===== config.mk =====
export PLATFORM = sky130hd
export DESIGN_NAME = e3ovh_inserter
export DESIGN_NICKNAME = d
export VERILOG_FILES = /design/src/rtl/e3ovh_pkg.sv /design/src/rtl/e3ovh_regs.sv /design/src/rtl/e3ovh_frame_ctr.sv /design/src/rtl/e3ovh_parity.sv /design/src/rtl/e3ovh_inserter.sv
export SDC_FILE = /design/constraint.sdc
export NUM_CORES = 1
export LEC_CHECK = 0
export BUFFER_PORTS_ARGS = -buffer_cell sky130_fd_sc_hd__buf_2
export CAP_MARGIN = 15
export CORE_MARGIN = 5
export CORE_UTILIZATION = 32
export DETAILED_ROUTE_END_ITERATION = 8
export GPL_TIMING_DRIVEN = 1
export PLACE_DENSITY_LB_ADDON = 0.3
export SLEW_MARGIN = 20
export SYNTH_ARGS = -nofsm -noshare
export SYNTH_HDL_FRONTEND = slang
export SYNTH_HIERARCHICAL = 1
export SYNTH_SLANG_ARGS = --single-unit
export TNS_END_PERCENT = 50

===== constraint.sdc =====
create_clock -name clk -period 4.1 [get_ports clk]
set_input_delay 0.41 -clock clk [delete_from_list [all_inputs] [get_ports clk]]
set_output_delay 0.41 -clock clk [all_outputs]
set_load 0.02 [all_outputs]

===== src/rtl/e3ovh_pkg.sv =====
package e3ovh_pkg;
  localparam logic [7:0] ADDR_CFG  = 8'h30;
  localparam logic [7:0] ADDR_SVC  = 8'h31;
  localparam logic [7:0] ADDR_FHI  = 8'h48;
  localparam logic [7:0] ADDR_FLO  = 8'h49;
  localparam logic [7:0] ADDR_BIPM = 8'h4A;

  localparam int FAW_W   = 10;
  localparam int HALF_W  = 5;
  localparam int PAR_W   = 4;
  localparam int OVH_LEN = FAW_W + 2;
  localparam logic [FAW_W-1:0] FAW_WORD = 10'b1111010000;

  typedef struct packed {
    logic [2:0]        cfg_rsvd;
    logic              par_en;
    logic [1:0]        n_src;
    logic [1:0]        a_src;
    logic              a_val;
    logic              n_val;
    logic [HALF_W-1:0] fas_hi;
    logic [HALF_W-1:0] fas_lo;
    logic [PAR_W-1:0]  par_mask;
  } ovh_set_t;
endpackage


===== src/rtl/e3ovh_regs.sv =====
module e3ovh_regs
  import e3ovh_pkg::*;
(
  input  logic       clk,
  input  logic       rst,
  input  logic       we_i,
  input  logic [7:0] addr_i,
  input  logic [7:0] wdata_i,
  output logic [7:0] rdata_o,
  output ovh_set_t   live_o
);
  logic [7:0]        cfg_q;
  logic [1:0]        svc_q;
  logic [HALF_W-1:0] fhi_q;
  logic [HALF_W-1:0] flo_q;
  logic [PAR_W-1:0]  pm_q;
  logic [7:0]        rdata_q;
  logic [7:0]        rd_mux;

  always_ff @(posedge clk) begin
    if (rst) begin
      cfg_q <= '0;
      svc_q <= '0;
      fhi_q <= '0;
      flo_q <= '0;
      pm_q  <= '0;
    end else if (we_i) begin
      case (addr_i)
        ADDR_CFG:  cfg_q <= wdata_i;
        ADDR_SVC:  svc_q <= wdata_i[1:0];
        ADDR_FHI:  fhi_q <= wdata_i[HALF_W-1:0];
        ADDR_FLO:  flo_q <= wdata_i[HALF_W-1:0];
        ADDR_BIPM: pm_q  <= wdata_i[PAR_W-1:0];
        default: ;
      endcase
    end
  end

  always_comb begin
    case (addr_i)
      ADDR_CFG:  rd_mux = cfg_q;
      ADDR_SVC:  rd_mux = {6'b0, svc_q};
      ADDR_FHI:  rd_mux = {{(8-HALF_W){1'b0}}, fhi_q};
      ADDR_FLO:  rd_mux = {{(8-HALF_W){1'b0}}, flo_q};
      ADDR_BIPM: rd_mux = {{(8-PAR_W){1'b0}}, pm_q};
      default:   rd_mux = 8'h00;
    endcase
  end

  always_ff @(posedge clk) begin
    if (rst) rdata_q <= '0;
    else     rdata_q <= rd_mux;
  end

  assign rdata_o = rdata_q;

  always_comb begin
    live_o.cfg_rsvd = cfg_q[7:5];
    live_o.par_en   = cfg_q[4];
    live_o.n_src    = cfg_q[3:2];
    live_o.a_src    = cfg_q[1:0];
    live_o.a_val    = svc_q[1];
    live_o.n_val    = svc_q[0];
    live_o.fas_hi   = fhi_q;
    live_o.fas_lo   = flo_q;
    live_o.par_mask = pm_q;
  end

  // reset clears every register
  a_r1_reset_clear: assert property (@(posedge clk)
    rst |=> (fhi_q == '0 && flo_q == '0 && pm_q == '0 && cfg_q == '0 && svc_q == '0));

  // unwritable bits of the upper mask read as zero
  a_r11_pad_zero: assert property (@(posedge clk) disable iff (rst)
    (addr_i == ADDR_FHI) |=> (rdata_o[7:HALF_W] == '0));

  // unmapped addresses read as zero
  a_r11_unmapped: assert property (@(posedge clk) disable iff (rst)
    (addr_i != ADDR_CFG && addr_i != ADDR_SVC && addr_i != ADDR_FHI &&
     addr_i != ADDR_FLO && addr_i != ADDR_BIPM) |=> (rdata_o == 8'h00));
endmodule


===== src/rtl/e3ovh_frame_ctr.sv =====
module e3ovh_frame_ctr
  import e3ovh_pkg::*;
#(
  parameter int FRAME_LEN = 1536,
  localparam int POS_W = $clog2(FRAME_LEN)
) (
  input  logic             clk,
  input  logic             rst,
  input  logic             tail_pay_i,
  output logic [POS_W-1:0] pos_o,
  output logic             last_o,
  output logic             pay_req_o
);
  localparam int TAIL_START = FRAME_LEN - PAR_W;

  logic [POS_W-1:0] pos_q;
  logic [POS_W-1:0] pos_nx;
  logic             req_q;
  logic             nx_pay;

  assign last_o = (pos_q == POS_W'(FRAME_LEN - 1));
  assign pos_nx = last_o ? '0 : pos_q + 1'b1;
  assign nx_pay = (pos_nx >= POS_W'(OVH_LEN)) &&
                  (tail_pay_i || (pos_nx < POS_W'(TAIL_START)));

  always_ff @(posedge clk) begin
    if (rst) begin
      pos_q <= '0;
      req_q <= 1'b0;
    end else begin
      pos_q <= pos_nx;
      req_q <= nx_pay;
    end
  end

  assign pos_o     = pos_q;
  assign pay_req_o = req_q;

  // position stays inside the frame
  always_comb begin
    a_r2_in_range: assert (rst || pos_q < POS_W'(FRAME_LEN));
  end

  // last slot is followed by slot 0
  a_r2_wrap: assert property (@(posedge clk) disable iff (rst)
    last_o |=> (pos_q == '0));

  // no request lands on an overhead slot
  a_r9_req_payload_only: assert property (@(posedge clk) disable iff (rst)
    req_q |-> (pos_q >= POS_W'(OVH_LEN)));
endmodule


===== src/rtl/e3ovh_parity.sv =====
module e3ovh_parity
  import e3ovh_pkg::*;
(
  input  logic             clk,
  input  logic             rst,
  input  logic             bit_i,
  input  logic [1:0]       lane_i,
  input  logic             last_i,
  output logic [PAR_W-1:0] prev_o
);
  logic [PAR_W-1:0] acc_q;
  logic [PAR_W-1:0] acc_nx;
  logic [PAR_W-1:0] prev_q;

  always_comb begin
    acc_nx = acc_q;
    acc_nx[2'd3 - lane_i] = acc_q[2'd3 - lane_i] ^ bit_i;
  end

  always_ff @(posedge clk) begin
    if (rst) begin
      acc_q  <= '0;
      prev_q <= '0;
    end else if (last_i) begin
      acc_q  <= '0;
      prev_q <= acc_nx;
    end else begin
      acc_q  <= acc_nx;
    end
  end

  assign prev_o = prev_q;

  // stored parity changes only at a frame boundary
  a_r7_prev_hold: assert property (@(posedge clk) disable iff (rst)
    !last_i |=> $stable(prev_q));
endmodule


===== src/rtl/e3ovh_inserter.sv =====
module e3ovh_inserter
  import e3ovh_pkg::*;
#(
  parameter int FRAME_LEN = 1536
) (
  input  logic       clk,
  input  logic       rst,
  input  logic       reg_we_i,
  input  logic [7:0] reg_addr_i,
  input  logic [7:0] reg_wdata_i,
  output logic [7:0] reg_rdata_o,
  input  logic       pay_bit_i,
  output logic       pay_req_o,
  output logic       line_bit_o,
  output logic       frame_start_o
);
  localparam int POS_W      = $clog2(FRAME_LEN);
  localparam int TAIL_START = FRAME_LEN - PAR_W;

  ovh_set_t         live;
  ovh_set_t         snap_q;
  ovh_set_t         eff;
  logic [POS_W-1:0] pos;
  logic             last;
  logic [PAR_W-1:0] prev_par;
  logic             bit_nx;
  logic             line_q;
  logic             fs_q;
  logic             at_head;
  logic [3:0]       faw_idx;
  logic [FAW_W-1:0] faw_tx;
  logic [1:0]       lane;

  e3ovh_regs u_regs (
    .clk     (clk),
    .rst     (rst),
    .we_i    (reg_we_i),
    .addr_i  (reg_addr_i),
    .wdata_i (reg_wdata_i),
    .rdata_o (reg_rdata_o),
    .live_o  (live)
  );

  e3ovh_frame_ctr #(.FRAME_LEN(FRAME_LEN)) u_ctr (
    .clk        (clk),
    .rst        (rst),
    .tail_pay_i (!eff.par_en),
    .pos_o      (pos),
    .last_o     (last),
    .pay_req_o  (pay_req_o)
  );

  assign at_head = (pos == '0);
  assign eff     = at_head ? live : snap_q;

  always_ff @(posedge clk) begin
    if (rst)          snap_q <= '0;
    else if (at_head) snap_q <= live;
  end

  assign faw_tx  = FAW_WORD ^ {eff.fas_hi, eff.fas_lo};
  assign faw_idx = 4'd9 - pos[3:0];
  assign lane    = pos[1:0];

  always_comb begin
    if (pos < POS_W'(FAW_W))
      bit_nx = faw_tx[faw_idx];
    else if (pos == POS_W'(FAW_W))
      bit_nx = (eff.a_src == 2'b00) ? eff.a_val : 1'b0;
    else if (pos == POS_W'(FAW_W + 1))
      bit_nx = (eff.n_src == 2'b00) ? eff.n_val : 1'b0;
    else if (eff.par_en && pos >= POS_W'(TAIL_START))
      bit_nx = prev_par[2'd3 - lane] ^ eff.par_mask[2'd3 - lane];
    else
      bit_nx = pay_bit_i;
  end

  e3ovh_parity u_par (
    .clk    (clk),
    .rst    (rst),
    .bit_i  (bit_nx),
    .lane_i (lane),
    .last_i (last),
    .prev_o (prev_par)
  );

  always_ff @(posedge clk) begin
    if (rst) begin
      line_q <= 1'b0;
      fs_q   <= 1'b0;
    end else begin
      line_q <= bit_nx;
      fs_q   <= at_head;
    end
  end

  assign line_bit_o    = line_q;
  assign frame_start_o = fs_q;

  // a requested payload bit reaches the line one cycle later
  a_r9_passthru: assert property (@(posedge clk) disable iff (rst)
    pay_req_o |=> (line_bit_o == $past(pay_bit_i)));

  // the frame marker never coincides with a request
  a_r9_no_req_at_start: assert property (@(posedge clk) disable iff (rst)
    frame_start_o |-> !pay_req_o);

  // captured settings hold for the whole frame
  a_r10_snap_stable: assert property (@(posedge clk) disable iff (rst)
    !at_head |=> $stable(snap_q));

  // marker is a single-cycle pulse
  a_r2_single_pulse: assert property (@(posedge clk) disable iff (rst)
    frame_start_o |=> !frame_start_o);
endmodule


==> impl_summary.log, run 1 <==
INFO  metric critical_path_required = 4.36 ns
INFO  metric diodes = 0
INFO  metric synth.largest_area_cell = sky130_fd_sc_hd__dfxtp_1
INFO  metric globalRouteOverflowTotal = 0
INFO  metric detailedRoute.firstIterationViolations = 186
INFO  metric final_cell_count_no_fill = 561
INFO  metric grtUsageMet1 = 0.173
INFO  metric post_layout_power = 0.00148 W
INFO  metric final_stage_net_count = 440
INFO  metric sequential_cell_area = 1500 µm²
INFO  metric clk_pin_slew = 0.09 ns
INFO  metric routing_usage_on_met3 = 0.0163
INFO  metric grt.busiest_layer = met2
INFO  metric worst-r2r-cell-count = 10
INFO  metric synthDistinctLibCells = 66
INFO  metric setup.worst_path.start = u_ctr/pos_o[2]$_SDFF_PP0_
INFO  metric placed_cells = 545
INFO  metric core = 10800 µm²
INFO  metric fp.dieArea = 13200 µm²
INFO  metric cts_setup_buffers = 0
INFO  metric port-buffer-count = 30
INFO  metric timing_hold_violations_final = 0
INFO  metric fin_crit_sh = 0.712
INFO  metric vdd_drop_max = 0.000120 V
INFO  metric overall_die_height = 115 µm
INFO  metric synth-seq-cells = 75
INFO  metric synth.avg_cell_area = 8.99 µm²
INFO  metric start_kind = flop
INFO  metric worst_path_max_delay_cell = sky130_fd_sc_hd__dfxtp_1
INFO  metric dp_hpwl = 5.69 mm
INFO  metric cts_num_sinks = 75
INFO  metric yosysSeqAreaShare = 0.425
INFO  metric worst_slew_pin_slew = 0.943 ns
INFO  metric io_pins = 31
INFO  metric drt_wl_total = 8.04 mm
INFO  metric critical_path.endpoint_type = flop
INFO  metric yosys_warnings = 6
INFO  metric grtUsageTotal = 0.127
INFO  metric regToRegEndpoint = u_par/prev_o[2]$_SDFFE_PP0P_
INFO  metric asyncSetResetFlopFracSynth = 0
INFO  metric ctsRootBufferMaster = sky130_fd_sc_hd__clkbuf_8
INFO  metric drt_first_pass_iters = 5
INFO  metric final_common_cell = sky130_fd_sc_hd__dfxtp_1
INFO  metric clock_tree.htree_level_count = 3
INFO  metric critPathMaxFanout = 15
INFO  metric tritoncts = yes
INFO  metric flow.area_growth_from_synthesis = 12.6%
INFO  metric die-width = 115 µm
INFO  metric timing.final.setup_violations = 0
INFO  metric clock-skew-final = 0.00781 ns
INFO  metric synth.cell_area = 3530 µm²
INFO  metric fin_area = 3980 µm²
INFO  metric hold_buf_count_cts = 0
INFO  metric grtUsageMet2 = 0.204
INFO  metric synth_ff_type = sky130_fd_sc_hd__dfxtp_1
INFO  metric status = finished, final reports clean
INFO  metric synth_enable_flop_cells = 0
INFO  metric vias = 2899
INFO  metric max_cap_viol_count = 0
INFO  metric number_of_antenna_violations_at_the_first_check_in_global_routing = 0
INFO  metric grt_first_pass_wirelength = 13.7 mm
INFO  metric fillerInstances = 1130
INFO  metric detail_route.wl_per_cell = 14.3 µm
INFO  metric syn_nets = 417
INFO  metric floorplan.initialDensity = 0.326
INFO  metric finalWorstPathRequiredPeriod = 2.92 ns
INFO  metric maximum_count_of_clock_buffers_along_a_single_path = 2
INFO  metric finalHoldWorstSlack = 0.298 ns
INFO  metric crit_chain = inv_1 -> ha_1 -> xor2_1 -> or4_1 -> a211oi_1 -> o32ai_2 -> a21oi_1 -> nand3b_1 -> xor2_1 -> a211oi_1
INFO  metric cts_repair_resize_count = 0
INFO  metric number_of_global_route_vias_before_repair = 2786
INFO  metric pwr_density_cell = 372 nW/µm²
INFO  metric yosys-top-cells-area = sky130_fd_sc_hd__dfxtp_1 (42%), sky130_fd_sc_hd__mux2i_1 (7.4%), sky130_fd_sc_hd__nor2_1 (5.5%), sky130_fd_sc_hd__nand2_1 (5.0%), sky130_fd_sc_hd__a21oi_1 (3.5%)
INFO  metric detail-route-antenna-nets = 0
INFO  metric maxSlewHeadroom = 0.371
INFO  metric post-synth-top-area-fraction = 0.425
INFO  metric startpoint_of_the_lowest_slack_register_to_register_path = u_ctr/pos_o[2]$_SDFF_PP0_
INFO  metric std_cell_rows = 38
INFO  metric reg2reg_setup_slack = 1.18 ns
INFO  metric drive_above_1_share = 0.159
INFO  metric setup_tns = 0 ns
INFO  metric route.detailed.vias_per_inst = 5.17
INFO  metric globalplace.congestion = 0.792
INFO  metric timing.fmax = 343 MHz
INFO  metric worstHoldPathType = in -> reg
INFO  metric worst_setup_path_endpoint = u_par/prev_o[2]$_SDFFE_PP0P_
INFO  metric post_route_drc = 0
INFO  metric cts_buffers = 9
INFO  metric critPathKind = reg -> reg
INFO  metric critPathMaxStageDelay = 0.62 ns
INFO  metric worst_ep_arrival_time = 3.18 ns
INFO  metric detailed_place.area = 3770 µm²
INFO  metric rsz_0062_raised_after_global_routing = false
INFO  metric power.static_leakage = 1.54 nW
INFO  metric multi_input_comb_area = 1890 µm²
INFO  metric worstSkewPairLatency = 0.34 ns
INFO  metric cell_count_after_synthesis = 393
INFO  metric timing.final.max_slew_violations = 0
INFO  metric most-common-layout-cells = sky130_fd_sc_hd__dfxtp_1 (75), sky130_fd_sc_hd__nor2_1 (52), sky130_fd_sc_hd__nand2_1 (47)
INFO  metric grt_start_max_net_pins = 52
-- report_power, final --
part           internal [W]  switching [W]  leakage (nW)
Sequential         0.000739      0.0000114         0.605
Clock              0.000290       0.000293        0.0984
Combinational     0.0000519      0.0000937         0.836
-- synthesized netlist by cell type (all sizes together) (2+ instances only) --
master and n:
or4b 2, a41oi 2, o221ai 2, o31ai 3, a32oi 2, inv 7
nor2 53, ha 4, or2 2, or3 2, nand3b 2, o21ai 3
or4 3, nand2 47, nor3 11, mux2i 26, nor3b 4, and4bb 2
and2 5, xor2 7, nand3 12, buf 12, a22o 8, a21boi 4
a211oi 10, a21oi 26, nor4 5, a222oi 2, nand4 7, nor2b 8
a22oi 2, a311oi 2, dfxtp 75, clkbuf 10, xnor2 4
-- sequential cells by signal (all words and copies together) (netlist names) --
name,flops
u_regs/svc_q,2
frame_start_o,1
u_ctr/pay_req_o,1
u_par/prev_o,4
u_regs/fhi_q,5
u_regs/flo_q,5
u_ctr/pos_o,11
u_regs/rdata_o,8
u_regs/pm_q,4
line_bit_o,1
snap_q,21
u_par/acc_q,4
u_regs/cfg_q,8
-- kinds of logic (layout without fill, tap and decap cells) --
kind of cell,count (synthesis),in the layout,synth area share
xor gates and xnor gates,11,11,0.0273
and+or+nand+nor,171,171,0.256
buffers and inverters,29,57,0.0404
muxes,28,28,0.0832
AOI/OAI and AO/OA,75,75,0.154
adders and majority gates,4,4,0.0142
DFF,75,75,0.425
-- per-stage QoR --
step	util	setup WS, ns
2_1_floorplan	-	1.20
3_3_place_gp	0.348	1.25
3_5_place_dp	0.348	1.20
4_1_cts	0.367	1.19
5_1_grt	0.367	0.940
6_report	0.367	1.18
-- worst max-delay path, delay by kind of cell, from the launching register on --
family,cells,cell delay (ns)
simple gates,2,0.62
buf+inv,1,0.16
compound gates,4,0.84
xor+xnor,2,0.37
flops,1,0.62
fa+ha+maj,1,0.22
-- per-layer routing --
metal  wire [µm]  vias to the layer above
met5           0                        -
met1        3820                     1376
li1            -                     1454
met3         307                       11
met2        3770                       58
met4         138                        0
-- area by class of cell --
| class | instances | area share |
|---|---|---|
| Clock buffer | 9 | 0.0311 |
| Clock inverter | 7 | 0.0208 |
| Inverter | 7 | 0.00660 |
| Multi-Input combinational cell | 289 | 0.475 |
| Sequential cell | 75 | 0.377 |
| Tap cell | 140 | 0.0440 |
| Timing Repair Buffer | 34 | 0.0453 |
-- worst min-delay path by stage --
| stage | start | end | slack [ns] | depth (start not counted) |
|---|---|---|---|---|
| finish | reg_wdata_i[5] | u_regs/cfg_q[5]$_SDFFE_PP0P_ | 0.30 | 3 |
| global route | reg_wdata_i[5] | u_regs/cfg_q[5]$_SDFFE_PP0P_ | 0.30 | 3 |
| CTS | reg_wdata_i[5] | u_regs/cfg_q[5]$_SDFFE_PP0P_ | 0.28 | 3 |
| detailed placement | u_regs/cfg_q[6]$_SDFFE_PP0P_ | u_regs/rdata_o[6]$_SDFF_PP0_ | 0.45 | 1 |
| global placement | u_regs/cfg_q[7]$_SDFFE_PP0P_ | u_regs/rdata_o[7]$_SDFF_PP0_ | 0.44 | 1 |
| floorplan | u_regs/cfg_q[5]$_SDFFE_PP0P_ | u_regs/rdata_o[5]$_SDFF_PP0_ | 0.43 | 1 |
Note: power is estimated with default switching activity, not from simulation.
==> run 2: changes to the inputs <==
- ABC_AREA: default -> 1
- clock period: 4.1 -> 2.4 ns (I/O delays scaled with it)
==> run 2 against run 1 <==
Net effect: register-to-register slack worse by 1.1 ns; area after synthesis is 7.6% higher; synthesized cell count is 40% higher; cell count is 33% higher; global-route usage is 0.91 points higher; clock skew is 0.0017 ns lower; routed wire length is 20% higher; total power is 110% higher; count of clock-buffer cells in the layout is 2 higher; maximum frequency is 28% higher; combinational power grew to 3.3 times the previous value.
==> impl_summary.log, run 2 <==
INFO  metric status = finished, final reports clean
INFO  metric detailedRoute.firstIterationViolations = 209
INFO  metric worst_slew_pin_slew = 0.607 ns
INFO  metric start_kind = flop
INFO  metric timing.final.max_slew_violations = 0
INFO  metric yosysSeqAreaShare = 0.395
INFO  metric cts_num_sinks = 75
INFO  metric vdd_drop_max = 0.000502 V
INFO  metric final_common_cell = sky130_fd_sc_hd__nand2_1
INFO  metric io_pins = 31
INFO  metric die-width = 119 µm
INFO  metric fin_crit_sh = 0.949
INFO  metric dp_hpwl = 6.79 mm
INFO  metric asyncSetResetFlopFracSynth = 0
INFO  metric port-buffer-count = 30
INFO  metric final_cell_count_no_fill = 746
INFO  metric synth.avg_cell_area = 6.92 µm²
INFO  metric synth-adder-area-share = 0.0132
INFO  metric clk_pin_slew = 0.06 ns
INFO  metric fp.dieArea = 14200 µm²
INFO  metric tritoncts = yes
INFO  metric route.detailed.vias_per_inst = 4.78
INFO  metric biggest_register = snap_q
INFO  metric complex_gate_fraction_of_the_synthesized_area = 0.0980
INFO  metric synth_top_cells_by_count = sky130_fd_sc_hd__nand2_1 (114), sky130_fd_sc_hd__nor2_1 (87), sky130_fd_sc_hd__inv_1 (76)
INFO  metric critical_path_required = 2.63 ns
INFO  metric final_stage_net_count = 622
INFO  metric critical_path.endpoint_type = flop
INFO  metric most-common-layout-cells = sky130_fd_sc_hd__nand2_1 (109), sky130_fd_sc_hd__nor2_1 (84), sky130_fd_sc_hd__inv_1 (75)
INFO  metric placed_cells = 723
INFO  metric diodes = 0
INFO  metric globalRouteOverflowTotal = 0
INFO  metric flow.area_growth_from_synthesis = 21.2%
INFO  metric critPathMaxFanout = 5
INFO  metric pwr_density_cell = 660 nW/µm²
INFO  metric maximum_count_of_clock_buffers_along_a_single_path = 2
INFO  metric grt_start_max_net_pins = 36
INFO  metric grtUsageTotal = 0.136
INFO  metric worstSkewPairLatency = 0.34 ns
INFO  metric maxSlewHeadroom = 0.595
INFO  metric vias = 3565
INFO  metric synth.area.mux_share = 0.00789
INFO  metric detailed_place.area = 4130 µm²
INFO  metric synth-simple-area-share = 0.376
INFO  metric synth_ff_type = sky130_fd_sc_hd__dfxtp_1
INFO  metric timing.final.setup_violations = 0
INFO  metric timing.fmax = 439 MHz
INFO  metric number_of_global_route_vias_before_repair = 3253
INFO  metric clock-skew-final = 0.00609 ns
INFO  metric drt_first_pass_iters = 5
INFO  metric synthDistinctLibCells = 41
INFO  metric cell_count_after_synthesis = 550
INFO  metric yosys-top-cells-area = sky130_fd_sc_hd__dfxtp_1 (39%), sky130_fd_sc_hd__nand2_1 (11%), sky130_fd_sc_hd__nor2_1 (8.6%), sky130_fd_sc_hd__inv_1 (7.5%), sky130_fd_sc_hd__nand3_1 (7.4%)
INFO  metric critPathKind = reg -> reg
INFO  metric post_route_drc = 0
INFO  metric std_cell_rows = 39
INFO  metric drive_above_1_share = 0.216
INFO  metric cts_buffers = 9
INFO  metric number_of_antenna_violations_at_the_first_check_in_global_routing = 0
INFO  metric clock_tree.htree_level_count = 3
INFO  metric synth_enable_flop_cells = 0
INFO  metric drt_wl_total = 9.66 mm
INFO  metric most_numerous_cell_in_the_yosys_netlist = sky130_fd_sc_hd__nand2_1
INFO  metric finalWorstPathRequiredPeriod = 2.28 ns
INFO  metric dominant_combinational_cell_family_by_area_after_synthesis = simple AND/OR/NAND/NOR gates
INFO  metric xor_xnor_portion_of_the_synthesized_cell_area = 0.00461
INFO  metric core = 11500 µm²
INFO  metric synth.cell_area = 3800 µm²
INFO  metric worst_ep_arrival_time = 2.51 ns
INFO  metric synth.largest_area_cell = sky130_fd_sc_hd__dfxtp_1
INFO  metric worstHoldPathType = in -> reg
INFO  metric grt_first_pass_wirelength = 15.6 mm
INFO  metric synth-seq-cells = 75
INFO  metric max_cap_viol_count = 0
INFO  metric globalplace.congestion = 0.872
INFO  metric floorplan.initialDensity = 0.330
INFO  metric detail-route-antenna-nets = 0
INFO  metric overall_die_height = 119 µm
INFO  metric yosys_warnings = 6
INFO  metric detail_route.wl_per_cell = 12.9 µm
INFO  metric timing_hold_violations_final = 0
INFO  metric largest_reg_flops = 21
INFO  metric finalHoldWorstSlack = 0.183 ns
INFO  metric fin_area = 4610 µm²
INFO  metric post-synth-top-area-fraction = 0.395
INFO  metric power.static_leakage = 2.02 nW
INFO  metric syn_nets = 574
INFO  metric ctsRootBufferMaster = sky130_fd_sc_hd__clkbuf_16
==> run 2: cell families after synthesis <==
group           count (synthesis)
mux                             3
compound gates                 68
simple gates                  303
xor+xnor                        2
flops                          75
buf+inv                        95
fa+ha+maj                       4
==> run 2: stage by stage <==
step	power, W	setup WS (ns)	util	TNS (ns)
floorplan	0.00164	0.172	-	0
CTS	0.00301	0.0380	0.383	0
detailed placement	0.00174	0.0584	0.359	0
global placement	0.00173	0.0811	0.359	0
finish	0.00304	0.122	0.400	0
global route	0.00321	-0.0555	0.400	-0.173
==> run 2: worst paths after layout <==
path | startpoint | endpoint | cells after the start | slack, ns
max | u_ctr/pos_o[9]$_SDFF_PP0_ | u_par/prev_o[2]$_SDFFE_PP0P_ | 19 | 0.12
min | reg_wdata_i[6] | u_regs/cfg_q[6]$_SDFFE_PP0P_ | 3 | 0.18
max reg2reg | u_ctr/pos_o[9]$_SDFF_PP0_ | u_par/prev_o[2]$_SDFFE_PP0P_ | 19 | 0.12
min reg2reg | u_regs/cfg_q[6]$_SDFFE_PP0P_ | u_regs/rdata_o[6]$_SDFF_PP0_ | 2 | 0.45
==> run 2: worst max-delay path: stages, from the launching register on <==
cell                      delay, ns
sky130_fd_sc_hd__dfxtp_4       0.34
sky130_fd_sc_hd__nor2_2        0.11
sky130_fd_sc_hd__nand2_2       0.08
sky130_fd_sc_hd__nor2_4        0.15
sky130_fd_sc_hd__buf_12        0.16
sky130_fd_sc_hd__nand2_8       0.07
sky130_fd_sc_hd__o21ai_4       0.16
sky130_fd_sc_hd__nor2_1        0.06
sky130_fd_sc_hd__nor3_1        0.16
sky130_fd_sc_hd__nand2_1       0.07
sky130_fd_sc_hd__o21ai_1       0.14
sky130_fd_sc_hd__inv_1         0.05
sky130_fd_sc_hd__nand2_1       0.07
sky130_fd_sc_hd__nand2_2       0.07
sky130_fd_sc_hd__inv_2         0.08
sky130_fd_sc_hd__inv_1         0.05
sky130_fd_sc_hd__nand2_2       0.12
sky130_fd_sc_hd__nand3_2       0.10
sky130_fd_sc_hd__nand3_1       0.08
sky130_fd_sc_hd__nand2_1       0.05
==> run 2: layout make-up <==
| cell class | count | area (µm²) |
|---|---|---|
| Fill cell | 1229 | 6900 |
| Multi-Input combinational cell | 383 | 2040 |
| Sequential cell | 75 | 1510 |
| Inverter | 84 | 317 |
| Timing Repair Buffer | 45 | 288 |
| Clock buffer | 11 | 243 |
| Tap cell | 143 | 179 |
| Clock inverter | 5 | 38.8 |
==> run 2: timing repair <==
| item | CTS | global route |
|---|---|---|
| setup endpoints to repair | 0 | 8 |
| hold buffers | 0 | 0 |
| setup buffers | 0 | 4 |
| gates resized for setup | 0 | 31 |
==> run 2: where the power goes <==
part / total, W / internal, W / switching, W
clock network: 0.00126 / 0.000729 / 0.000529
registers: 0.00130 / 0.00129 / 0.0000145
logic: 0.000483 / 0.000173 / 0.000310
==> run 2: per-layer routing <==
metal	part of all wire	global-route usage	up-vias
li1	-	-	1837
met1	0.48	0.179	1640
met2	0.46	0.209	78
met3	0.052	0.0450	10
met4	0.015	0.0456	0
met5	0	0	-
==> run 3: changes to the inputs <==
- BUFFER_PORTS_ARGS: -buffer_cell sky130_fd_sc_hd__buf_2 -> -buffer_cell sky130_fd_sc_hd__buf_4
- CORE_MARGIN: 5 -> default
- PLACE_DENSITY_LB_ADDON: 0.3 -> default
==> run 3 against run 2 <==
Net effect: the flow now finishes with violations (design-rule violations); clock power is 13% higher; routed wire length is 0.13% higher; utilization is 1.4 points higher; via count increased by 0.90%; hold slack got worse by 0.0031 ns; sequential share of layout area down 1.2 points; critical path depth up 1; total power rose by 7.6%; sequential power about the same; worst setup slack improved by 0.025 ns; combinational power increased by 11%; critical endpoint is now u_par/prev_o[0]$_SDFFE_PP0P_.
==> impl_summary.log, run 3 (synthesized netlist as in run 2, its figures left out) <==
INFO  metric detail-route-antenna-nets = 0
INFO  metric reg2reg_setup_slack = 0.15 ns
INFO  metric post_layout_power = 0.00328 W
INFO  metric worst_path_max_delay_cell = sky130_fd_sc_hd__dfxtp_4
INFO  metric drt_first_pass_iters = 7
INFO  metric holdPathStages = 3
INFO  metric drive_above_1_share = 0.227
INFO  metric vias = 3597
INFO  metric route.detailed.vias_per_inst = 4.80
INFO  metric fp.dieArea = 12300 µm²
INFO  metric worst_slew_pin_slew = 0.425 ns
INFO  metric hold_path_end = u_regs/cfg_q[6]$_SDFFE_PP0P_
INFO  metric final_cell_count_no_fill = 750
INFO  metric max_cap_viol_count = 0
INFO  metric largest_reg_flops = 21
INFO  metric io_pins = 31
INFO  metric worst-path-buf-inv = 5
INFO  metric critical_path_required = 2.63 ns
INFO  metric number_of_antenna_violations_at_the_first_check_in_global_routing = 0
INFO  metric status = finished, violations left
INFO  metric dp_hpwl = 6.65 mm
INFO  metric routing_usage_on_met3 = 0.0416
INFO  metric crit_chain = nor2_4 -> nand2_2 -> nor2_4 -> nand2_8 -> buf_6 -> buf_4 -> nand2_1 -> o21ai_1 -> inv_1 -> nand4_1 -> nand2_1 -> nand2_1 -> nand2_2 -> nand2_2 -> inv_2 -> inv_2 -> nand2_4 -> nand3_2 -> nand3_1 -> nand2_1
INFO  metric fin_crit_sh = 0.938
INFO  metric flow.area_growth_from_synthesis = 25.5%
INFO  metric grt_first_pass_wirelength = 15.0 mm
INFO  metric place_ws = 0.0516 ns
INFO  metric critPathMaxStageDelay = 0.37 ns
INFO  metric maxSlewHeadroom = 0.717
INFO  metric utilization = 0.414
INFO  metric worstHoldPathType = in -> reg
INFO  metric floorplan.initialDensity = 0.330
INFO  metric worstSkewPairLatency = 0.34 ns
INFO  metric die-width = 111 µm
INFO  metric maximum_count_of_clock_buffers_along_a_single_path = 2
INFO  metric most-common-layout-cells = sky130_fd_sc_hd__nand2_1 (109), sky130_fd_sc_hd__nor2_1 (84), sky130_fd_sc_hd__inv_1 (73)
INFO  metric core = 11500 µm²
INFO  metric number_of_global_route_vias_before_repair = 3203
INFO  metric critical_path.endpoint_type = flop
INFO  metric timing.fmax = 444 MHz
INFO  metric tritoncts = yes
INFO  metric critical-path-top-cell-by-count = sky130_fd_sc_hd__nand2_1
INFO  metric failing_checks = design-rule violations
INFO  metric overall_die_height = 111 µm
INFO  metric final_stage_net_count = 626
INFO  metric cts_num_sinks = 75
INFO  metric regToRegEndpoint = u_par/prev_o[0]$_SDFFE_PP0P_
INFO  metric start_kind = flop
INFO  metric detail_route.wl_per_cell = 12.9 µm
INFO  metric critPathMaxFanout = 7
INFO  metric post_route_drc = 12
INFO  metric grt.busiest_layer = met2
INFO  metric std_cell_rows = 39
INFO  metric ctsRootBufferMaster = sky130_fd_sc_hd__clkbuf_16
INFO  metric min-delay-start = reg_wdata_i[6]
INFO  metric grtUsageTotal = 0.153
INFO  metric vdd_drop_max = 0.000431 V
INFO  metric worst-r2r-cell-count = 20
INFO  metric clock-skew-final = 0.00757 ns
INFO  metric grt_start_max_net_pins = 37
INFO  metric timing.final.max_slew_violations = 0
INFO  metric fillerInstances = 1189
INFO  metric globalplace.congestion = 0.865
INFO  metric port-buffer-count = 30
INFO  metric clk_pin_slew = 0.06 ns
INFO  metric power.static_leakage = 2.09 nW
INFO  metric drt_wl_total = 9.67 mm
INFO  metric final_common_cell = sky130_fd_sc_hd__nand2_1
INFO  metric diodes = 0
INFO  metric biggest_register = snap_q
INFO  metric finalWorstPathRequiredPeriod = 2.25 ns
INFO  metric clock_tree.htree_level_count = 3
INFO  metric pwr_density_cell = 686 nW/µm²
INFO  metric critPathKind = reg -> reg
INFO  metric detailedRoute.firstIterationViolations = 202
INFO  metric timing.final.setup_violations = 0
INFO  metric startpoint_of_the_lowest_slack_register_to_register_path = u_ctr/pos_o[9]$_SDFF_PP0_
INFO  metric grtUsageMet1 = 0.198
INFO  metric critPathTopFamily = simple AND/OR/NAND/NOR gates
INFO  metric grtUsageMet2 = 0.249
INFO  metric setup_slack = 0.148 ns
INFO  metric timing_hold_violations_final = 0
INFO  metric cts_buffers = 9
INFO  metric placed_cells = 724
INFO  metric worst_ep_arrival_time = 2.48 ns
INFO  metric globalRouteOverflowTotal = 0
## run 3: how the worst max path moves through the flow
stage                                   end                       from  slack [ns]  cells after the start
2_1_floorplan  u_par/prev_o[3]$_SDFFE_PP0P_  u_ctr/pos_o[1]$_SDFF_PP0_        0.17                     20
3_3_place_gp   u_par/prev_o[1]$_SDFFE_PP0P_  u_ctr/pos_o[9]$_SDFF_PP0_        0.09                     17
3_5_place_dp   u_par/prev_o[3]$_SDFFE_PP0P_  u_ctr/pos_o[2]$_SDFF_PP0_        0.05                     22
4_1_cts        u_par/prev_o[3]$_SDFFE_PP0P_  u_ctr/pos_o[2]$_SDFF_PP0_        0.03                     22
5_1_grt        u_par/prev_o[0]$_SDFFE_PP0P_  u_ctr/pos_o[9]$_SDFF_PP0_       -0.03                     21
6_report       u_par/prev_o[0]$_SDFFE_PP0P_  u_ctr/pos_o[9]$_SDFF_PP0_        0.15                     20
## run 3: power breakdown
group          internal [W]  switching [W]  leakage, nW  total [W]
sequential          0.00129      0.0000150        0.610    0.00130
clock              0.000912       0.000522        0.149    0.00143
combinational      0.000214       0.000323         1.33   0.000537
total               0.00241       0.000860         2.09    0.00328
## run 3: worst reg2reg max path: cells and delay by family (launching register included)
kind | cells | cell delay [ns]
flops | 1 | 0.37
compound gates | 1 | 0.08
buf+inv | 5 | 0.47
simple gates | 14 | 1.23
## run 3: repair_timing
action	CTS	global route
hold buffers	0	0
gates resized for setup	0	44
setup endpoints to repair	0	8
buffers inserted	0	8
## run 3: cell type report
type / count / area [µm²] / area share
well taps: 143 / 179 / 0.0375
clock buffers: 10 / 229 / 0.0480
clock inverters: 6 / 88.8 / 0.0186
multi-input cells: 381 / 2030 / 0.426
repair buffers: 51 / 419 / 0.0878
inverters: 84 / 317 / 0.0663
flip-flops and latches: 75 / 1510 / 0.316
## run 3: metal layers
metal	part of all wire	wire length (µm)	up-vias
met4	0.012	116	0
met1	0.46	4460	1661
met3	0.057	554	8
met2	0.47	4550	84
li1	-	-	1844
met5	0	0	-
## run 3: metrics by stage
stage / hold WS, ns / area [µm²] / setup TNS [ns]
floorplan: 0.309 / 3800 / 0
global placement: 0.431 / 4210 / 0
detailed placement: 0.441 / 4210 / 0
CTS: 0.174 / 4530 / 0
global route: 0.191 / 4770 / -0.0771
finish: 0.180 / 4770 / 0
